## src/rtl/drc_pkg.sv

```systemverilog
package drc_pkg;

  typedef enum logic [1:0] {
    ST_GAP    = 2'd0,
    ST_WAIT_A = 2'd1,
    ST_WAIT_B = 2'd2,
    ST_HOLD   = 2'd3
  } drc_state_e;

  // one pseudo-random draw: remaining gap count and the two request picks
  typedef struct packed {
    logic [1:0] gap;
    logic       pick_a;
    logic       pick_b;
  } drc_draw_t;

endpackage

```

## src/rtl/drc_lfsr.sv

```systemverilog
module drc_lfsr
  import drc_pkg::*;
#(
  parameter int unsigned  W        = 16,
  parameter logic [W-1:0] TAPS     = 16'hB400,
  parameter logic [W-1:0] SEED     = 16'h0001,
  parameter logic [W-1:0] FALLBACK = 16'hACE1,
  parameter int unsigned  BIT_A    = 7,
  parameter int unsigned  BIT_B    = 11
) (
  input  logic      clk,
  input  logic      rst,
  output drc_draw_t draw
);
  localparam logic [W-1:0] START = (SEED == '0) ? FALLBACK : SEED;

  logic [W-1:0] state;

  always_ff @(posedge clk) begin
    if (rst) state <= START;
    else     state <= {1'b0, state[W-1:1]} ^ (state[0] ? TAPS : '0);
  end

  // gap count 0..2 means 1..3 idle cycles; code 3 folds onto 0
  always_comb begin
    draw.gap    = (state[1:0] == 2'b11) ? 2'b00 : state[1:0];
    draw.pick_a = state[BIT_A];
    draw.pick_b = state[BIT_B];
  end
endmodule

```

## src/rtl/drc_wdog.sv

```systemverilog
module drc_wdog #(
  parameter int unsigned LIMIT = 17
) (
  input  logic clk,
  input  logic rst,
  input  logic run,
  input  logic hit,
  output logic expire
);
  localparam int unsigned CW = $clog2(LIMIT + 1);

  logic [CW-1:0] cnt;

  assign expire = run && (cnt == CW'(LIMIT - 1));

  always_ff @(posedge clk) begin
    if (rst || !run || hit || expire) cnt <= '0;
    else                              cnt <= cnt + 1'b1;
  end
endmodule

```

## src/rtl/dual_res_client.sv

```systemverilog
module dual_res_client
  import drc_pkg::*;
#(
  parameter logic [15:0] SEED        = 16'h0001,
  parameter int unsigned WAIT_LIMIT  = 17,
  parameter int unsigned HOLD_CYCLES = 2
) (
  input  logic clk,
  input  logic rst,
  input  logic gnt_a,
  input  logic gnt_b,
  output logic req_a,
  output logic req_b,
  output logic timeout_pulse,
  output logic done_pulse
);
  localparam int unsigned HW = $clog2(HOLD_CYCLES + 1);

  drc_state_e    state;
  drc_draw_t     draw;
  logic [1:0]    gap_cnt;
  logic [HW-1:0] hold_cnt;
  logic          waiting;
  logic          got;
  logic          expire;

  drc_lfsr #(.W(16), .SEED(SEED)) u_lfsr (
    .clk  (clk),
    .rst  (rst),
    .draw (draw)
  );

  assign waiting = (state == ST_WAIT_A) || (state == ST_WAIT_B);
  assign got     = (state == ST_WAIT_A) ? gnt_a :
                   (state == ST_WAIT_B) ? gnt_b : 1'b0;

  drc_wdog #(.LIMIT(WAIT_LIMIT)) u_wdog (
    .clk    (clk),
    .rst    (rst),
    .run    (waiting),
    .hit    (got),
    .expire (expire)
  );

  always_ff @(posedge clk) begin
    timeout_pulse <= 1'b0;
    done_pulse    <= 1'b0;
    if (rst) begin
      state    <= ST_GAP;
      gap_cnt  <= '0;
      hold_cnt <= '0;
      req_a    <= 1'b0;
      req_b    <= 1'b0;
    end else begin
      unique case (state)
        ST_GAP: begin
          if (gap_cnt == 2'd0) begin
            req_a <= draw.pick_a;
            req_b <= draw.pick_b;
            if (draw.pick_a)      state <= ST_WAIT_A;
            else if (draw.pick_b) state <= ST_WAIT_B;
            else                  gap_cnt <= draw.gap;
          end else begin
            gap_cnt <= gap_cnt - 1'b1;
          end
        end
        ST_WAIT_A, ST_WAIT_B: begin
          // a grant on the expiry edge wins over the timeout
          if (got) begin
            hold_cnt <= '0;
            state    <= (state == ST_WAIT_A && req_b) ? ST_WAIT_B : ST_HOLD;
          end else if (expire) begin
            req_a         <= 1'b0;
            req_b         <= 1'b0;
            timeout_pulse <= 1'b1;
            gap_cnt       <= draw.gap;
            state         <= ST_GAP;
          end
        end
        ST_HOLD: begin
          if (hold_cnt == HW'(HOLD_CYCLES - 1)) begin
            req_a      <= 1'b0;
            req_b      <= 1'b0;
            done_pulse <= 1'b1;
            gap_cnt    <= draw.gap;
            state      <= ST_GAP;
          end else begin
            hold_cnt <= hold_cnt + 1'b1;
          end
        end
      endcase
    end
  end
endmodule

```

## config.mk

```make
export PLATFORM = sky130hd
export DESIGN_NAME = dual_res_client
export DESIGN_NICKNAME = d
export VERILOG_FILES = /design/src/rtl/drc_pkg.sv /design/src/rtl/drc_lfsr.sv /design/src/rtl/drc_wdog.sv /design/src/rtl/dual_res_client.sv
export SDC_FILE = /design/constraint.sdc
export NUM_CORES = 1
export LEC_CHECK = 0
export ABC_AREA = 1
export ABC_CLOCK_PERIOD_IN_PS = 1400
export BUFFER_PORTS_ARGS = -buffer_cell sky130_fd_sc_hd__clkbuf_2
export CAP_MARGIN = 0
export CORE_ASPECT_RATIO = 0.6
export CORE_UTILIZATION = 40
export CTS_CLUSTER_SIZE = 30
export DETAILED_ROUTE_END_ITERATION = 7
export PLACE_DENSITY_LB_ADDON = 0.25
export SYNTH_ARGS = -nofsm -noshare
export SYNTH_HDL_FRONTEND = slang
export SYNTH_SLANG_ARGS = --single-unit
```

## constraint.sdc

```tcl
create_clock -name clk -period 1.4 [get_ports clk]
set_input_delay 0.28 -clock clk [delete_from_list [all_inputs] [get_ports clk]]
set_output_delay 0.28 -clock clk [all_outputs]
set_load 0.05 [all_outputs]
```

# Yosys cells after proc, flatten, opt, wreduce, memory -nomap -nowiden

Index checks and enable logic that the tools add are counted.

Bits in registers: 31
Input port bits: 4
Output and inout bits: 4

Bitwise gates (word level): 3
Reduce and logical (&&, ||, !) cells: 17
Muxes and demuxes: 31
Eq/ne operators: 16
Add/subtract/negate cells: 3

Operator list:

| cell                                           | count |
|---|---|
| two-way mux 2 bit                              | 15 |
| two-way mux 16 bit                             | 1 |
| bitwise XOR 15 x 16 -> 16 bit                  | 1 |
| one-hot mux 2 bit (3 select lines)             | 2 |
| two-way mux 1 bit                              | 10 |
| != test 2 bit (second input constant)          | 4 |
| AND reduction 4 bit                            | 2 |
| == test 2 bit (second input constant)          | 3 |
| != test 3 x 1 -> 1 bit (second input constant) | 2 |
| != test 3 bit (second input constant)          | 2 |
| one-hot mux 1 bit (3 select lines)             | 2 |
| adder 5 x 1 -> 5 bit (second input constant)   | 1 |
| == test 5 bit (second input constant)          | 1 |
| AND reduction 5 bit                            | 1 |
| == test 2 x 1 -> 1 bit (second input constant) | 2 |
| logical NOT 2 bit                              | 2 |
| logical OR 1 bit                               | 4 |
| != test 2 x 1 -> 1 bit (second input constant) | 2 |
| one-hot mux 2 bit (2 select lines)             | 1 |
| OR reduction 2 bit                             | 2 |
| AND reduction 3 bit                            | 1 |
| OR reduction 3 bit                             | 1 |
| adder 2 x 1 -> 2 bit (second input constant)   | 1 |
| logical AND 1 bit                              | 2 |
| other kinds (4)                                | 5 |

# Longest topological paths before layout

Gate-level depths: netlist (run 1).

Depth after elaboration: 6
Depth in mapped cells: 11
Depth with buffers taken out: 11

# By module

Synthesis (run 1) repeated with hierarchy kept, for this count alone.

Cells, all modules: 209
Area, all modules: 1495.2 um^2

Modules (own cells, without submodules):

| module          | seq. area each (um^2) | cells an instance | area an instance (um^2) | times used |
|---|---|---|---|---|
| dual_res_client | 200.2                 | 115               | 721.9                   | 1 |
| drc_lfsr        | 320.3                 | 61                | 523.0                   | 1 |
| drc_wdog        | 100.1                 | 33                | 250.2                   | 1 |

# Worst setup path after synthesis (run 1)

Ideal clock, no wire load.

Path type: flip-flop to flip-flop
From: register state[0]
To: register req_b
Stages on the path, launching flop included: 10
Period minus slack after synthesis: 1361 ps
Setup time: 128 ps
Path slack: 39 ps
Data arrival time: 1233 ps
Cell sequence: dfxtp_1 > inv_1 > ha_1 > buf_4 > nand3_1 > nand2_1 > nor2_1 > nand2_1 > nand2_1 > nor2_1

Longest elaborated chain between the ends: 5

RTL lines:

| what                                                                            | line                                         | RTL |
|---|---|---|
| from (decl)                                                                     | dual_res_client.sv:19                        | `drc_state_e state;` |
| from (signal assigned)                                                          | dual_res_client.sv:71                        | `state <= (state == ST_WAIT_A && req_b) ? ST_WAIT_B : ST_HOLD;` |
| == test 2 bit / == test 2 x 1 -> 1 bit (equally long branches)                  | n/a                                          |  |
| two-way mux 1 bit / logical OR 1 bit (equally long branches)                    | dual_res_client.sv:35, dual_res_client.sv:33 |  |
| two-way mux 1 bit / logical AND 1 bit (equally long branches)                   | dual_res_client.sv:34, drc_wdog.sv:14        |  |
| != test 2 bit (no source line) / != test 2 x 1 -> 1 bit (equally long branches) | n/a                                          |  |
| AND reduction 4 bit (no source line)                                            | n/a                                          |  |
| to (signal assigned)                                                            | dual_res_client.sv:59                        | `req_b <= draw.pick_b;` |
| to (decl)                                                                       | dual_res_client.sv:13                        | `output logic req_b,` |

Parallel ways exist; a longest one is shown, timed or not.
A chain may end at the register's enable or synchronous reset.

# Worst setup path after layout (run 1)

From: register state[1]
To: register req_b

Same word-level chain as after synthesis.

==> results of run 1 <==
kinds of logic after synthesis:
kind of cell	count (synthesis)
DFF	31
xor gates and xnor gates	4
AOI/OAI and AO/OA	15
adders and majority gates	8
and+or+nand+nor	93
buffers and inverters	37
critical path, cell delays in order, from the launching register on:
cell	delay, ps
dfxtp_2	330
inv_2	90
ha_2	210
nand2_2	100
nand3_1	120
nand2_1	90
nor2_1	130
nand2_1	60
nand2_1	60
nor2_1	30
synthesized netlist by cell type, types with 2 or more instances:
master	n
nor2_2	4
nand4_1	2
ha_1	8
nor2_1	33
xnor2_1	3
clkbuf_1	2
nand3_1	5
a21oi_1	6
dfxtp_1	31
o21ai_0	4
inv_1	33
nand2_1	46
per-layer routing:
metal / up-vias / wire (um)
met5: - / 0
met4: 0 / 22
met3: 4 / 226
met2: 40 / 1080
met1: 522 / 1310
li1: 604 / -
final cells by class:
class                      count  area, um^2
fill                         300        1540
multi-input combinational    120         693
sequential                    31         628
inverter                      34         130
timing repair buffer          17         114
clock buffer                   8         100
tap                           45        56.3
path summary, 6_finish.rpt:
kind | cells past startpoint | from | to
max reg2reg | 9 | state[1] | req_b
min reg2reg | 2 | u_lfsr.state[9] | u_lfsr.state[8]
min | 3 | rst | u_lfsr.state[0]
max | 9 | state[1] | req_b
flip-flops by register name (all words and copies together) (netlist names):
| signal | count |
|---|---|
| hold_cnt | 2 |
| done_pulse | 1 |
| u_wdog.cnt | 5 |
| gap_cnt | 2 |
| state | 2 |
| u_lfsr.state | 16 |
| req_b | 1 |
| req_a | 1 |
| timeout_pulse | 1 |
stage by stage:
| step | TNS [ps] | instances | setup slack (ps) |
|---|---|---|---|
| after detailed placement | -462 | 242 | -95.7 |
| final | 0 | 255 | 62.7 |
| after global routing | -45.7 | 255 | -26.0 |
| after CTS | 0 | 252 | 9.81 |
| after floorplan | 0 | 188 | 39.0 |
| after global placement | -15.0 | 242 | -7.69 |
repair_timing:
action,CTS,global route
endpoints found under the hold margin,0,0
pin swaps,1,8
setup endpoints to repair,8,13
buffers inserted,2,3
gates resized for setup,7,28
where the power goes:
part | internal, W | total, W | switching [W]
Combinational | 0.000635 | 0.00163 | 0.000991
Clock | 0.000448 | 0.000755 | 0.000307
Sequential | 0.00101 | 0.00109 | 0.0000830
Total | 0.00209 | 0.00347 | 0.00138
==> out/qor.csv, run 1 <==
stage,metric,value,unit
grt,grt_pass1_wl,4.06,mm
synthesis,syn_inst,188,
synthesis,synthXorXnorAreaFrac,2.57,%
synthesis,synth_fa_ha_area_share,7.33,%
synthesis,synth-simple-area-share,27.7,%
status,status,"complete, no violations",
clocking,clk-insertion-delay-late,280,ps
synthesis,synth.distinct_cells,23,
drt,drt-total-wl,2.64,mm
synthesis,synthesis.nets,200,
clocking,cts_root_buffer,clkbuf_8,
sta,drv_slew,0,
grt,overflow,0,
sta,max_freq,0.748,GHz
worst_setup_path,regToRegSetupSlack,60,ps
drt,vias_per_cell,4.59,
floorplanning,core_region_area,3260,um^2
power,power.total,0.00347,W
grt,antenna_found_initial,0,
clocking,cts_buffers,5,
sta,hold_viol_final,0,
cells_and_area,n_antenna_cell,0,
clocking,cts_buffer_depth,2,
grt,busiest_layer,met2,
cells_and_area,final_common_cell,nand2_1,
power,ir_worst_vdd,0.000881,V
synthesis,synth_area,1370,um^2
cells_and_area,final_cell_mix,"nand2_1, nor2_1, inv_1, dfxtp_1, buf_4",
cells_and_area,drive_above_1_share,27.6,%
drt,wl_per_cell,10.3,um
grt,grt_pass1_vias,925,
synthesis,synth_top_family_by_area,simple AND/OR/NAND/NOR gates,
synthesis,synth_area_per_cell,7.26,um^2
synthesis,synth_top_cell_by_area,dfxtp_1,
floorplanning,initial_core_util,41.8,%
worst_setup_path,crit_arrival,1500,ps
placement,gp_congestion,0.870,
power,pwr_density_cell,2020,nW/um^2
placement,portBuffers,7,
sta,max-slew-margin-rel,81.0,%
synthesis,yosys-top-cells-area,"dfxtp_1, nand2_1, inv_1, nor2_1, ha_1",
hold_path,hp-class,input port to flip-flop,
drt,drt_iter0_drc,66,
worst_setup_path,critPathCaptureType,flip-flop,
clocking,ctsHoldBuffers,0,
sta,skew,5.50,ps
sta,tightest_slew,286,ps
worst_setup_path,path_max_fanout,3,
worst_setup_path,cp-start-kind,flip-flop,
floorplanning,die_w,77.4,um
clocking,clkTransAtPathRegs,60,ps
sta,fin_hold_ws,309,ps
floorplanning,rows,16,
flow_run,cap_violations,0,
grt,use_met1,20.0,%
cells_and_area,stdcell_area,1720,um^2
synthesis,muxShareOfSynthArea,0,%
cells_and_area,areaGrowthSynthToFinish,26.1,%
power,p_leak,0.762,nW
cells_and_area,nNetsFinal,221,
floorplanning,die-area,3660,um^2
synthesis,synth-edff-count,0,
synthesis,yosysWarnings,0,
placement,place_area,1480,um^2
floorplanning,die_h,47.3,um
drt,drc_errors,0,
cells_and_area,final_util,52.8,%
clocking,cts_tree,built,
placement,hpwl,1.89,mm
worst_setup_path,crit_required,1570,ps
synthesis,synthArstFlopShare,0,%
sta,finalCriticalPeriod,1340,ps
sta,min_period_over_period,95.5,%
synthesis,synth_top_flop_cell,dfxtp_1,
sta,finalSetupViolCount,0,
worst_setup_path,crit_type,flip-flop to flip-flop,
clocking,cts.sinks,31,
drt,ant_nets,0,
synthesis,ys_ff_latch,31,
drt,vias,1170,
clocking,htree_levels,2,
grt,grt_max_degree,22,
grt,grt_usage,15.3,%
grt,met3_usage,6.99,%
grt,gr-usage-met2,23.4,%
drt,drtPass1Iterations,4,
synthesis,synth-compound-area-share,6.51,%
synthesis,yosysTopAreaCellShare,45.5,%
synthesis,yosysSeqAreaShare,45.5,%
floorplanning,io-pin-count,8,
(Power assumes the default switching activity.)
==> inputs of run 2 (changes only) <==
--- a/config.mk
+++ b/config.mk
@@ -9,7 +9,6 @@
 export ABC_CLOCK_PERIOD_IN_PS = 1400
 export BUFFER_PORTS_ARGS = -buffer_cell sky130_fd_sc_hd__clkbuf_2
 export CAP_MARGIN = 0
-export CORE_ASPECT_RATIO = 0.6
 export CORE_UTILIZATION = 40
 export CTS_CLUSTER_SIZE = 30
 export DETAILED_ROUTE_END_ITERATION = 7
==> run 2 against run 1 <==
Count of clock-buffer cells in the layout fell by 2. Cell area fell by 4.1%. Via count fell by 2.1%. Non-clock buffer count fell by 1. Critical path depth rose by 1. Die area fell by 0.22%. Wire length fell by 2.5%. Register-to-register slack got worse by 40 ps. Worst setup slack got worse by 45 ps. Critical path type unchanged. Global-route usage barely moved.
==> out/qor.csv, run 2 (synthesized netlist as in run 1, its figures left out) <==
stage,metric,value,unit
worst_setup_path,path_max_fanout,4,
power,seqPwrFrac,33.2,%
sta,hold_viol_final,0,
power,clkPwrFrac,15.1,%
drt,ant_nets,0,
grt,antenna_found_initial,0,
cells_and_area,nNetsFinal,220,
floorplanning,initial_core_util,43.3,%
power,pwr_density_cell,1980,nW/um^2
drt,drt_iter0_drc,40,
worst_setup_path,critPathMaxStageDelay,330,ps
cells_and_area,drive_above_1_share,26.8,%
power,p_int,0.00185,W
placement,gp_congestion,0.827,
drt,drtPass1Iterations,4,
power,swShare,43.1,%
cells_and_area,final_cell_mix,"nand2_1, nor2_1, inv_1, dfxtp_1",
power,switchingPower,0.00141,W
grt,overflow,0,
floorplanning,die-area,3650,um^2
clocking,clkTransAtPathRegs,90,ps
placement,hpwl,1.81,mm
floorplanning,rows,20,
sta,grt_setup_unrepaired,yes,
power,p_leak,0.730,nW
flow_run,cap_violations,0,
clocking,cts_buffer_depth,2,
placement,place_inst,243,
sta,skew,10.7,ps
clocking,cts_root_buffer,clkbuf_4,
sta,drv_slew,0,
cells_and_area,largest_register_ffs,16,
grt,grt_pass1_vias,990,
floorplanning,die_w,60.4,um
cells_and_area,fillCellCount,324,
clocking,clk-insertion-delay-late,330,ps
cells_and_area,instances_no_fill,253,
power,ir_worst_vdd,0.000876,V
hold_path,hp-class,input port to flip-flop,
cells_and_area,areaGrowthSynthToFinish,20.9,%
status,status,"complete, no violations",
grt,grt_max_degree,22,
worst_setup_path,crit_required,1630,ps
clocking,cts.sinks,31,
worst_setup_path,path_cells,buf_4 -> ha_1 -> nand2_1 -> nand2_2 -> nand2_2 -> nand2_1 -> nand2_2 -> nand2_2 -> a21oi_2 -> nor2_1,
sta,fin_hold_ws,343,ps
clocking,cts_buffers,5,
drt,wl_per_cell,10.2,um
sta,fin_ws,17.9,ps
floorplanning,io-pin-count,8,
placement,pre_cts_slack,-95.8,ps
sta,finalCriticalPeriod,1380,ps
sta,max_freq,0.724,GHz
worst_setup_path,cp-start-kind,flip-flop,
power,power.total,0.00326,W
drt,drc_errors,0,
worst_setup_path,crit_type,flip-flop to flip-flop,
cells_and_area,largest_registers,"u_lfsr.state (16), u_wdog.cnt (5)",
grt,grt_usage,15.3,%
worst_setup_path,critPathCaptureType,flip-flop,
sta,finalSetupViolCount,0,
grt,grt_pass1_wl,4.00,mm
floorplanning,core_region_area,3150,um^2
sta,min_period_over_period,98.7,%
drt,vias,1145,
sta,max-slew-margin-rel,81.7,%
clocking,cts_tree,built,
sta,tightest_slew,276,ps
cells_and_area,n_antenna_cell,0,
power,power.share.combinational,51.7,%
worst_setup_path,worst_path_most_repeated_cell,nand2_2,
worst_setup_path,crit_slowest_cell,dfxtp_2,
clocking,htree_levels,2,
cells_and_area,final_common_cell,nand2_1,
drt,vias_per_cell,4.53,
cells_and_area,regMostFlops,u_lfsr.state,
floorplanning,die_h,60.4,um
drt,drt-total-wl,2.57,mm
placement,portBuffers,7,
worst_setup_path,crit_arrival,1610,ps
==> run 2: cell types whose count changed in the layout (fill, tap and decap cells not counted), sizes merged <==
cell | before | now
buf | 10 | 9
clkinvlp | 0 | 1
clkbuf | 15 | 13
clkinv | 0 | 1
==> run 2: layer usage <==
layer | routed length, um | global-route usage (%) | vias to the layer above | part of all wire [%]
met5 | 0 | 0 | - | 0
met2 | 1230 | 23.7 | 15 | 48
met3 | 72 | 4.48 | 4 | 2.8
met4 | 40 | 9.09 | 0 | 1.6
li1 | - | - | 604 | -
met1 | 1230 | 18.8 | 522 | 48
==> run 2: repair_timing <==
item / CTS / global route
endpoints found under the setup margin: 8 / 12
resized for setup: 7 / 26
pin swaps: 0 / 7
hold buffers: 0 / 0
setup buffers: 0 / 2
==> run 2: area by class of cell <==
class	instances	area (um^2)	area share (%)
clock inverter	2	12.5	0.758
timing repair buffer	16	103	6.22
clock buffer	6	41.3	2.50
multi-input combinational	120	681	41.2
sequential	31	628	38.1
inverter	34	130	7.88
tap	44	55.1	3.34
==> run 2: path summary, 6_finish.rpt <==
check / startpoint / to / slack, ps / cells after the start
max: state[1] / req_a / 20 / 10
max reg2reg: state[1] / req_a / 20 / 10
min: rst / u_lfsr.state[0] / 340 / 4
min reg2reg: u_lfsr.state[8] / u_lfsr.state[7] / 410 / 2
==> run 2: critical path, delay by kind of cell, from the launching register on <==
| kind | cells | cell delay (ps) |
|---|---|---|
| flip-flops | 1 | 330 |
| buffers and inverters | 1 | 140 |
| AND/OR/NAND/NOR | 7 | 540 |
| AO/OA/AOI/OAI | 1 | 110 |
| adder cells (fa/ha/maj) | 1 | 170 |
==> run 2: stage by stage <==
stage | setup TNS [ps] | utilization [%] | cell area (um^2)
floorplan | 0 | - | 1370
global placement | -19.2 | 47.3 | 1490
detailed placement | -411 | 47.3 | 1490
CTS | 0 | 49.6 | 1560
global route | -286 | 52.3 | 1650
finish | 0 | 52.3 | 1650
==> run 2: power by group through the flow <==
stage | logic (W) | registers, W | clock network, W
3_5_place_dp | 0.00131 | 0.00108 | 0
6_report | 0.00169 | 0.00108 | 0.000492
2_1_floorplan | 0.000891 | 0.00118 | 0
5_1_grt | 0.00189 | 0.00110 | 0.000567
4_1_cts | 0.00138 | 0.00107 | 0.000511
3_3_place_gp | 0.00127 | 0.00108 | 0
==> inputs of run 3 (changes only) <==
--- a/config.mk
+++ b/config.mk
@@ -9,10 +9,12 @@
 export ABC_CLOCK_PERIOD_IN_PS = 1400
 export BUFFER_PORTS_ARGS = -buffer_cell sky130_fd_sc_hd__clkbuf_2
 export CAP_MARGIN = 0
+export CORE_MARGIN = 2
 export CORE_UTILIZATION = 40
 export CTS_CLUSTER_SIZE = 30
 export DETAILED_ROUTE_END_ITERATION = 7
 export PLACE_DENSITY_LB_ADDON = 0.25
+export RECOVER_POWER = 50
 export SYNTH_ARGS = -nofsm -noshare
 export SYNTH_HDL_FRONTEND = slang
 export SYNTH_SLANG_ARGS = --single-unit
==> run 3 against run 2 <==
Utilization up 0.57 points. Non-clock buffer count up 4. Clock skew up 4.7 ps. Critical endpoint is now state[1]. Total power up 7.7%. Global-route usage down 0.61 points. Cell area up 6.1%. Sequential share of layout area down 2.2 points. Die area up 6.7%. Via count down 2.4%. Highest routed layer unchanged.
==> out/qor.csv, run 3 (synthesized netlist as in run 1, its figures left out) <==
stage,metric,value,unit
clocking,clkTransAtPathRegs,110,ps
sta,min_period_over_period,95.0,%
cells_and_area,regMostFlops,u_lfsr.state,
sta,finalSetupViolCount,0,
hold_path,min_path_cells,4,
status,status,"complete, no violations",
worst_setup_path,regToRegSetupSlack,70,ps
cells_and_area,drive_above_1_share,31.6,%
grt,grt_max_degree,22,
floorplanning,die-area,3900,um^2
sta,max-slew-margin-rel,81.7,%
drt,ant_nets,0,
drt,drc_errors,0,
placement,pre_cts_slack,-60.8,ps
sta,finalCriticalPeriod,1330,ps
sta,skew,15.4,ps
clocking,clk-insertion-delay-late,340,ps
drt,vias_per_cell,4.33,
floorplanning,io-pin-count,8,
drt,vias,1117,
hold_path,hp-class,input port to flip-flop,
flow_run,cap_violations,0,
cells_and_area,largest_register_ffs,16,
cells_and_area,areaGrowthSynthToFinish,28.3,%
drt,drtPass1Iterations,4,
clocking,cts_tree,built,
drt,drt_iter0_drc,46,
power,pwr_density_cell,2010,nW/um^2
clocking,cts_root_buffer,clkbuf_4,
clocking,cts_buffer_depth,2,
placement,gp_congestion,0.811,
cells_and_area,final_util,52.9,%
drt,drt-total-wl,2.56,mm
floorplanning,rows,21,
worst_setup_path,r2r_cells,8,
drt,wl_per_cell,9.91,um
cells_and_area,n_antenna_cell,0,
floorplanning,initial_core_util,41.2,%
sta,fin_ws,69.5,ps
floorplanning,die_h,62.4,um
cells_and_area,nNetsFinal,224,
clocking,ctsHoldBuffers,0,
worst_setup_path,cp_top_family,flip-flops,
worst_setup_path,critPathCaptureType,flip-flop,
worst_setup_path,cp-start-kind,flip-flop,
worst_setup_path,crit_buf_inv,1,
power,p_leak,0.767,nW
grt,grt_pass1_vias,1107,
sta,hold_viol_final,0,
worst_setup_path,path_max_fanout,3,
clocking,cts_buffers,5,
placement,hpwl,1.78,mm
worst_setup_path,crit_arrival,1570,ps
sta,drv_slew,0,
grt,grt_pass1_wl,4.49,mm
cells_and_area,fillCellCount,332,
clocking,cts.sinks,31,
floorplanning,core_region_area,3310,um^2
sta,tightest_slew,275,ps
placement,portBuffers,7,
worst_setup_path,crit_slowest_cell,dfxtp_4,
grt,antenna_found_initial,0,
worst_setup_path,timing.rr.start,state[0],
worst_setup_path,critPathMaxStageDelay,380,ps
clocking,htree_levels,2,
grt,grt_usage,14.6,%
cells_and_area,largest_registers,"u_lfsr.state (16), u_wdog.cnt (5)",
worst_setup_path,path_cells,buf_6 -> ha_4 -> nand2_4 -> o21ai_4 -> nor2_2 -> nand2_2 -> o21bai_1 -> nor2_1,
floorplanning,die_w,62.4,um
hold_path,holdPathEnd,u_wdog.cnt[2],
cells_and_area,final_common_cell,nand2_1,
worst_setup_path,crit_type,flip-flop to flip-flop,
sta,max_freq,0.752,GHz
cells_and_area,final_cell_mix,"nand2_1, nor2_1, inv_1, dfxtp_1, buf_4",
worst_setup_path,reg2reg_to,state[1],
power,ir_worst_vdd,0.000647,V
grt,overflow,0,
hold_path,holdCritStartpoint,rst,
worst_setup_path,crit_required,1640,ps
## run 3: cell count changes in the layout (fill, tap and decap cells not counted), sizes merged
cell / before / now
buf: 9 / 13
clkinvlp: 1 / 0
## run 3: worst reg2reg max path, delay by kind of cell (launching register included)
| family | cells | cell delay [ps] |
|---|---|---|
| flops | 1 | 380 |
| buf+inv | 1 | 120 |
| compound gates | 2 | 210 |
| simple gates | 4 | 370 |
| fa+ha+maj | 1 | 160 |
## run 3: how the worst max path moves through the flow
stage          cells past startpoint        to  slack, ps      from
2_1_floorplan                      9     req_b         40  state[0]
3_3_place_gp                       8     req_b        -30  state[0]
3_5_place_dp                       8     req_b        -60  state[0]
4_1_cts                           10     req_a          2  state[1]
5_1_grt                           11     req_b         -5  state[1]
6_report                           8  state[1]         70  state[0]
## run 3: report_power, final
part	switching, W	leakage [nW]	internal [W]
Sequential	0.0000755	0.255	0.00101
Clock	0.000304	0.0341	0.000232
Combinational	0.00110	0.477	0.000794
## run 3: cell type report
type,instances,area [um^2],area share [%]
clock buffers,6,51.3,2.93
clock inverters,1,5.00,0.286
inverters,34,130,7.43
multi-input cells,120,739,42.2
flip-flops and latches,31,628,35.9
well taps,46,57.6,3.29
repair buffers,20,140,8.00
## run 3: through the flow
stage	setup TNS, ps	hold slack, ps	instances	power, W	cell area (um^2)
finish	0	302	258	0.00351	1750
CTS	0	301	257	0.00306	1610
global route	-11.4	316	258	0.00380	1750
floorplan	0	388	188	0.00207	1370
detailed placement	-257	395	250	0.00245	1530
global placement	-79.9	389	250	0.00244	1530
## run 3: per-layer routing
layer,track usage (%),part of all wire (%),vias up
met2,23.9,47,10
met4,6.67,2.0,0
met3,5.23,3.6,7
li1,-,-,609
met5,0,0,-
met1,17.2,48,491
## run 3: what timing repair did
action                     4_1_cts  5_1_grt
gates cloned                     0        0
resized for setup                6       43
buffers inserted                 0        1
pin swaps                        0       14
setup endpoints to repair        7       13
